File: config.mk
export PLATFORM = sky130hd
export DESIGN_NAME = ata_pio_host
export DESIGN_NICKNAME = d
export VERILOG_FILES = /design/src/rtl/ata_pio_pkg.sv /design/src/rtl/ata_pio_ctrl.sv /design/src/rtl/ata_pio_dpath.sv /design/src/rtl/ata_pio_host.sv
export SDC_FILE = /design/constraint.sdc
export NUM_CORES = 1
export LEC_CHECK = 0
export ABC_CLOCK_PERIOD_IN_PS = 2300
export BUFFER_PORTS_ARGS = -buffer_cell sky130_fd_sc_hd__buf_2
export CAP_MARGIN = 20
export CORE_UTILIZATION = 28
export CTS_CLUSTER_SIZE = 28
export DETAILED_ROUTE_END_ITERATION = 12
export SYNTH_ARGS = -nofsm -noshare
export SYNTH_HDL_FRONTEND = slang
export SYNTH_SLANG_ARGS = --single-unit
File: constraint.sdc
create_clock -name clk -period 2.3 [get_ports clk]
set_clock_uncertainty 0.15 [all_clocks]
set_input_delay 0.23 -clock clk [delete_from_list [all_inputs] [get_ports clk]]
set_output_delay 0.23 -clock clk [all_outputs]
set_load 0.01 [all_outputs]
File: src/rtl/ata_pio_pkg.sv
package ata_pio_pkg;

  typedef enum logic [2:0] {
    ST_IDLE,
    ST_SETUP,
    ST_STROBE,
    ST_HOLD,
    ST_WAITD,
    ST_FIN
  } pioState_t;

  typedef struct packed {
    logic loadCmd;     // latch a new command
    logic loadData;    // latch the next write word of a burst
    logic strobeOn;    // strobe phase active
    logic capture;     // last strobe cycle: sample read data
    logic wordDone;    // a word has completed
    logic strobeEnter; // next cycle starts a strobe phase
  } ctrlStrobes_t;

endpackage

File: src/rtl/ata_pio_ctrl.sv
module ata_pio_ctrl
  import ata_pio_pkg::*;
#(
  parameter int TIM_W = 5,
  parameter int CNT_W = 16
) (
  input  logic             clk,
  input  logic             rstN,
  input  logic             cfgEnable,
  input  logic [TIM_W-1:0] cfgSetup,
  input  logic [TIM_W-1:0] cfgStrobe,
  input  logic [TIM_W-1:0] cfgHold,
  input  logic [CNT_W-1:0] xferCount,
  input  logic             cmdValid,
  input  logic             cmdMulti,
  input  logic             isRead,
  output ctrlStrobes_t     strobes,
  output logic             busy
);

  localparam int WRD_W = CNT_W + 1;
  localparam logic [WRD_W-1:0] FULL_BURST = WRD_W'(1) << CNT_W;

  pioState_t        state, nState;
  logic [TIM_W-1:0] phaseCnt, nCnt;
  logic [WRD_W-1:0] wordsLeft, nWords;
  logic [TIM_W-1:0] strobeLast;
  logic [WRD_W-1:0] loadWords;
  logic             accept, push, endWord, enterWord;

  assign accept     = (state == ST_IDLE) && cmdValid && cfgEnable;
  assign push       = (state == ST_WAITD) && cmdValid && cfgEnable;
  assign strobeLast = (cfgStrobe == '0) ? '0 : cfgStrobe - TIM_W'(1);

  always_comb begin
    if (!cmdMulti)              loadWords = WRD_W'(1);
    else if (xferCount == '0)   loadWords = FULL_BURST;
    else                        loadWords = {1'b0, xferCount};
  end

  always_comb begin
    nState    = state;
    nCnt      = phaseCnt;
    nWords    = wordsLeft;
    endWord   = 1'b0;
    enterWord = 1'b0;
    unique case (state)
      ST_IDLE: if (accept) begin
        enterWord = 1'b1;
        nWords    = loadWords;
      end
      ST_SETUP: begin
        if (phaseCnt == '0) begin
          nState = ST_STROBE;
          nCnt   = strobeLast;
        end else nCnt = phaseCnt - TIM_W'(1);
      end
      ST_STROBE: begin
        if (phaseCnt == '0) begin
          if (cfgHold != '0) begin
            nState = ST_HOLD;
            nCnt   = cfgHold - TIM_W'(1);
          end else endWord = 1'b1;
        end else nCnt = phaseCnt - TIM_W'(1);
      end
      ST_HOLD: begin
        if (phaseCnt == '0) endWord = 1'b1;
        else nCnt = phaseCnt - TIM_W'(1);
      end
      ST_WAITD: if (push) enterWord = 1'b1;
      ST_FIN:   nState = ST_IDLE;
      default:  nState = ST_IDLE;
    endcase

    if (endWord) begin
      nWords = wordsLeft - WRD_W'(1);
      if (wordsLeft == WRD_W'(1)) nState = ST_FIN;
      else if (!isRead)           nState = ST_WAITD;
      else                        enterWord = 1'b1;
    end

    if (enterWord) begin
      if (cfgSetup != '0) begin
        nState = ST_SETUP;
        nCnt   = cfgSetup - TIM_W'(1);
      end else begin
        nState = ST_STROBE;
        nCnt   = strobeLast;
      end
    end
  end

  always_ff @(posedge clk or negedge rstN) begin
    if (!rstN) begin
      state     <= ST_IDLE;
      phaseCnt  <= '0;
      wordsLeft <= '0;
    end else begin
      state     <= nState;
      phaseCnt  <= nCnt;
      wordsLeft <= nWords;
    end
  end

  always_comb begin
    strobes.loadCmd     = accept;
    strobes.loadData    = push;
    strobes.strobeOn    = (state == ST_STROBE);
    strobes.capture     = (state == ST_STROBE) && (phaseCnt == '0);
    strobes.wordDone    = endWord;
    strobes.strobeEnter = (nState == ST_STROBE) && ((state != ST_STROBE) || endWord);
  end

  assign busy = (state != ST_IDLE);

endmodule

File: src/rtl/ata_pio_dpath.sv
module ata_pio_dpath
  import ata_pio_pkg::*;
#(
  parameter int ADDR_W = 3,
  parameter int DATA_W = 16
) (
  input  logic              clk,
  input  logic              rstN,
  input  logic              cfgEnable,
  input  ctrlStrobes_t      strobes,
  input  logic              busy,
  input  logic              cmdWrite,
  input  logic [ADDR_W-1:0] cmdAddr,
  input  logic [DATA_W-1:0] cmdData,
  input  logic [DATA_W-1:0] ataDataIn,
  output logic              isRead,
  output logic              trRdy,
  output logic              dav,
  output logic [DATA_W-1:0] rdData,
  output logic [ADDR_W-1:0] ataAddr,
  output logic              ataDiorN,
  output logic              ataDiowN,
  output logic [DATA_W-1:0] ataDataOut,
  output logic              ataDataOe
);

  logic [ADDR_W-1:0] addrReg;
  logic [DATA_W-1:0] wrReg;

  always_ff @(posedge clk or negedge rstN) begin
    if (!rstN) begin
      addrReg <= '0;
      wrReg   <= '0;
      isRead  <= 1'b0;
      rdData  <= '0;
      dav     <= 1'b0;
      trRdy   <= 1'b0;
    end else begin
      if (strobes.loadCmd) begin
        addrReg <= cmdAddr;
        isRead  <= !cmdWrite;
        wrReg   <= cmdData;
      end else if (strobes.loadData) begin
        wrReg <= cmdData;
      end

      if (strobes.capture && isRead) rdData <= ataDataIn;

      if (strobes.capture && isRead) dav <= 1'b1;
      else if (strobes.loadCmd)      dav <= 1'b0;

      if (strobes.wordDone)                               trRdy <= 1'b1;
      else if (strobes.loadCmd || strobes.strobeEnter)    trRdy <= 1'b0;
    end
  end

  assign ataAddr    = addrReg;
  assign ataDataOut = wrReg;
  assign ataDiorN   = !(cfgEnable && strobes.strobeOn && isRead);
  assign ataDiowN   = !(cfgEnable && strobes.strobeOn && !isRead);
  assign ataDataOe  = cfgEnable && busy && !isRead;

endmodule

File: src/rtl/ata_pio_host.sv
module ata_pio_host
  import ata_pio_pkg::*;
#(
  parameter int ADDR_W = 3,
  parameter int DATA_W = 16,
  parameter int TIM_W  = 5,
  parameter int CNT_W  = 16
) (
  input  logic              clk,
  input  logic              rstN,
  input  logic              cfgEnable,
  input  logic [TIM_W-1:0]  cfgSetup,
  input  logic [TIM_W-1:0]  cfgStrobe,
  input  logic [TIM_W-1:0]  cfgHold,
  input  logic [CNT_W-1:0]  xferCount,
  input  logic              cmdValid,
  input  logic              cmdWrite,
  input  logic              cmdMulti,
  input  logic [ADDR_W-1:0] cmdAddr,
  input  logic [DATA_W-1:0] cmdData,
  output logic              statBusy,
  output logic              statTrRdy,
  output logic              statDav,
  output logic [DATA_W-1:0] statData,
  output logic [ADDR_W-1:0] ataAddr,
  output logic              ataDiorN,
  output logic              ataDiowN,
  output logic [DATA_W-1:0] ataDataOut,
  output logic              ataDataOe,
  input  logic [DATA_W-1:0] ataDataIn
);

  ctrlStrobes_t strobes;
  logic         busy;
  logic         isRead;

  ata_pio_ctrl #(.TIM_W(TIM_W), .CNT_W(CNT_W)) u_ctrl (
    .clk       (clk),
    .rstN      (rstN),
    .cfgEnable (cfgEnable),
    .cfgSetup  (cfgSetup),
    .cfgStrobe (cfgStrobe),
    .cfgHold   (cfgHold),
    .xferCount (xferCount),
    .cmdValid  (cmdValid),
    .cmdMulti  (cmdMulti),
    .isRead    (isRead),
    .strobes   (strobes),
    .busy      (busy)
  );

  ata_pio_dpath #(.ADDR_W(ADDR_W), .DATA_W(DATA_W)) u_dpath (
    .clk        (clk),
    .rstN       (rstN),
    .cfgEnable  (cfgEnable),
    .strobes    (strobes),
    .busy       (busy),
    .cmdWrite   (cmdWrite),
    .cmdAddr    (cmdAddr),
    .cmdData    (cmdData),
    .ataDataIn  (ataDataIn),
    .isRead     (isRead),
    .trRdy      (statTrRdy),
    .dav        (statDav),
    .rdData     (statData),
    .ataAddr    (ataAddr),
    .ataDiorN   (ataDiorN),
    .ataDiowN   (ataDiowN),
    .ataDataOut (ataDataOut),
    .ataDataOe  (ataDataOe)
  );

  assign statBusy = busy;

endmodule

==> qor.yml <==
status: "complete, no violations"
synth_xor_area_share_pct: 1.97
path_cells: "inv_2 -> ha_1 -> or4b_4 -> or4_1 -> a21o_1 -> o221ai_1"
power_density_nw_per_um2: 1060
fin_nets: 589
path_delay_family: "simple AND/OR/NAND/NOR gates"
antenna_found_initial: 0
clk_pin_slew_ns: 0.06
grt_max_degree: 43
setup_viol: 0
ys_seq_elements: 63
drive_gt1_share_pct: 38.5
slew_headroom_pct: 60.9
syn_inst: 337
io_buffers: 112
maxCapViolations: 0
vias_per_cell: 4.80
synth_fa_ha_area_share_pct: 2.82
yosysWarnings: 0
leakagePower_nw: 2.36
yosysUniqueCellTypes: 66
cts_tree: "done"
clkLatencyLatePin_ns: 0.33
start_util_pct: 29.2
hold_viol_final: 0
seq_area_frac_synth_pct: 44.4
finalCritPeriodShare_pct: 96.4
synthTopCellsByArea: "dfrtp_1 44%, mux2_2 7.9%, nand2_1 4.7%"
syn_area_per_cell_um2: 10.5
yosys.area.top_type: "dfrtp_1"
clk_path_buf_depth: 2
grt_pass1_vias: 3309
num_vias: 3276
io_pins: 113
grt_use_total_pct: 15.8
required_ns: 2.39
first_pass_iters: 4
setup_ws_ns: 0.0821
cts_num_sinks: 63
num_rows: 40
critPathMaxFanout: 5
fin_crit_ns: 2.22
worst_ep_arrival_time_ns: 2.31
synthMuxAreaShare_pct: 11.0
setup_tns_ns: 0
syn_to_final_growth_pct: 44.8
wl_mm: 9.88
critical-path-slowest-cell: "or4b_4"
gr-total-overflow: 0
max_stage_delay_ns: 0.49
ir_drop_mv: 0.488
synth_top_family_by_area: "simple AND/OR/NAND/NOR gates"
synth_area_um2: 3550
dp_cells: 620
synth-edff-count: 0
fin_total_pwr_mw: 5.46
worstSetupPathType: "reg -> reg"
fmax_mhz: 451
path_buf_inv: 1
clockRootBuffer: "clkbuf_16"
gp_congestion: 0.915
htreeDepth: 3
maxSlewViolCount: 0
drt_iter0_drc: 188
synth_compound_area_share_pct: 14.9
cts_made_buffers: 9
dp_hpwl_mm: 7.07
final_cell_count_no_fill: 682
die_w_um: 115
fillerInstances: 1177
fin_util_pct: 42.3
drc: 0
tightest_slew_ns: 0.587
min_path_type: "in -> reg"
drt.antenna.violating_nets: 0
dieArea_um2: 13100
die_h_um: 115
worst-r2r-setup-slack_ns: 0.08
cp-end-kind: "flop"
final_cell_mix: "112 x buf_2, 63 x dfrtp_1, 44 x nand2_1"
place_ws_ns: 0.00349
antenna_cells_inserted: 0
grt_pass1_wl_mm: 16.0
async_reset_ff_share_pct: 100
core_um2: 12200
ys.flop_type: "dfrtp_1"
syn_nets: 417
synth_top_area_share_pct: 44.4
wire_per_inst_um: 14.5
worst_setup_path_start_kind: "flop"
final_common_cell: "buf_2"
rsz0062_at_grt: "no"
synth-simple-area-share_pct: 21.1
[sequential cells by signal, summed over array words and instances (netlist names)]
name / flops
u_ctrl.phaseCnt: 5
u_ctrl.state: 3
u_ctrl.wordsLeft: 17
u_dpath.ataAddr: 3
u_dpath.ataDataOut: 16
u_dpath.dav: 1
u_dpath.isRead: 1
u_dpath.rdData: 16
u_dpath.trRdy: 1
[cell families (layout without fill, tap and decap cells)]
family	Yosys count	count (layout)
and+or+nand+nor	125	125
muxes	35	35
buffers and inverters	29	206
DFF	63	63
adders and majority gates	8	8
AOI/OAI and AO/OA	69	69
xor gates and xnor gates	8	8
[what timing repair did]
action,in CTS,in global routing
pin swaps,0,2
hold buffers,43,0
resized for setup,1,6
setup endpoints to repair,2,24
setup buffers,0,3
hold endpoints to repair,63,0
[worst min-delay path: cells and delay by family]
kind	cells	cell delay, ns
AO/OA/AOI/OAI	1	0.07
buffers and inverters	1	0.09
AND/OR/NAND/NOR	1	0.06
[per-stage QoR]
stage               area (um2)  hold WS [ns]
CTS                       5090      0.000564
detailed placement        4380         0.117
global route              5140        0.0178
floorplan                 3550        -0.216
global placement          4380         0.114
finish                    5140       0.00657
[final cells by class]
| cell class | instances | area, um2 | share of cell area [%] |
|---|---|---|---|
| flip-flops and latches | 63 | 1580 | 30.7 |
| well taps | 168 | 210 | 4.09 |
| inverters | 15 | 56.3 | 1.10 |
| clock inverters | 7 | 50.0 | 0.974 |
| clock buffers | 9 | 225 | 4.38 |
| multi-input cells | 245 | 1870 | 36.3 |
| repair buffers | 175 | 1150 | 22.4 |
[per-layer routing]
metal,up-vias,global-route usage [%],routed length (um)
met5,-,0,0
met4,0,5.63,187
met3,18,4.29,609
met2,102,26.5,4870
met1,1570,19.5,4220
li1,1586,-,-
[power breakdown]
| part | switching, mW | internal (mW) | total [mW] |
|---|---|---|---|
| Combinational | 1.08 | 1.13 | 2.21 |
| Clock | 0.514 | 0.727 | 1.24 |
| Sequential | 0.425 | 1.58 | 2.01 |
| Total | 2.02 | 3.43 | 5.46 |
[cell usage after synthesis (2+ instances only)]
cell type	number
a21oi_1	12
nand2b_1	3
nor3_1	9
nand2_1	44
a221oi_1	4
clkbuf_1	5
ha_1	8
o22ai_1	2
o22a_1	2
o211ai_1	11
a22o_1	2
mux2_2	25
nor2_1	15
nor4_1	9
or4_4	2
nand3_1	10
a22oi_1	3
inv_1	15
a21o_1	3
nor3b_4	2
dfrtp_1	63
mux2_1	7
xnor2_1	4
nor4b_4	2
o311ai_0	4
o21ai_0	9
buf_2	5
a221o_1	2
nor2b_1	3
a31oi_1	2
and3_1	2
mux2i_1	3
and2_1	3
o221ai_1	2
buf_4	3
xor2_1	4
or4_1	3
or3_1	2
[final timing paths]
check | from | endpoint | depth (start not counted)
setup / recovery | u_ctrl.phaseCnt[0] | u_dpath.trRdy | 6
hold / removal | xferCount[7] | u_ctrl.wordsLeft[7] | 3
setup reg to reg | u_ctrl.phaseCnt[0] | u_dpath.trRdy | 6
hold reg to reg | u_dpath.dav | u_dpath.dav | 2
max in group asynchronous | rstN | u_dpath.ataDataOut[15] | 3
min in group asynchronous | rstN | u_ctrl.wordsLeft[8] | 2
Note: power is estimated with default switching activity, not from simulation.
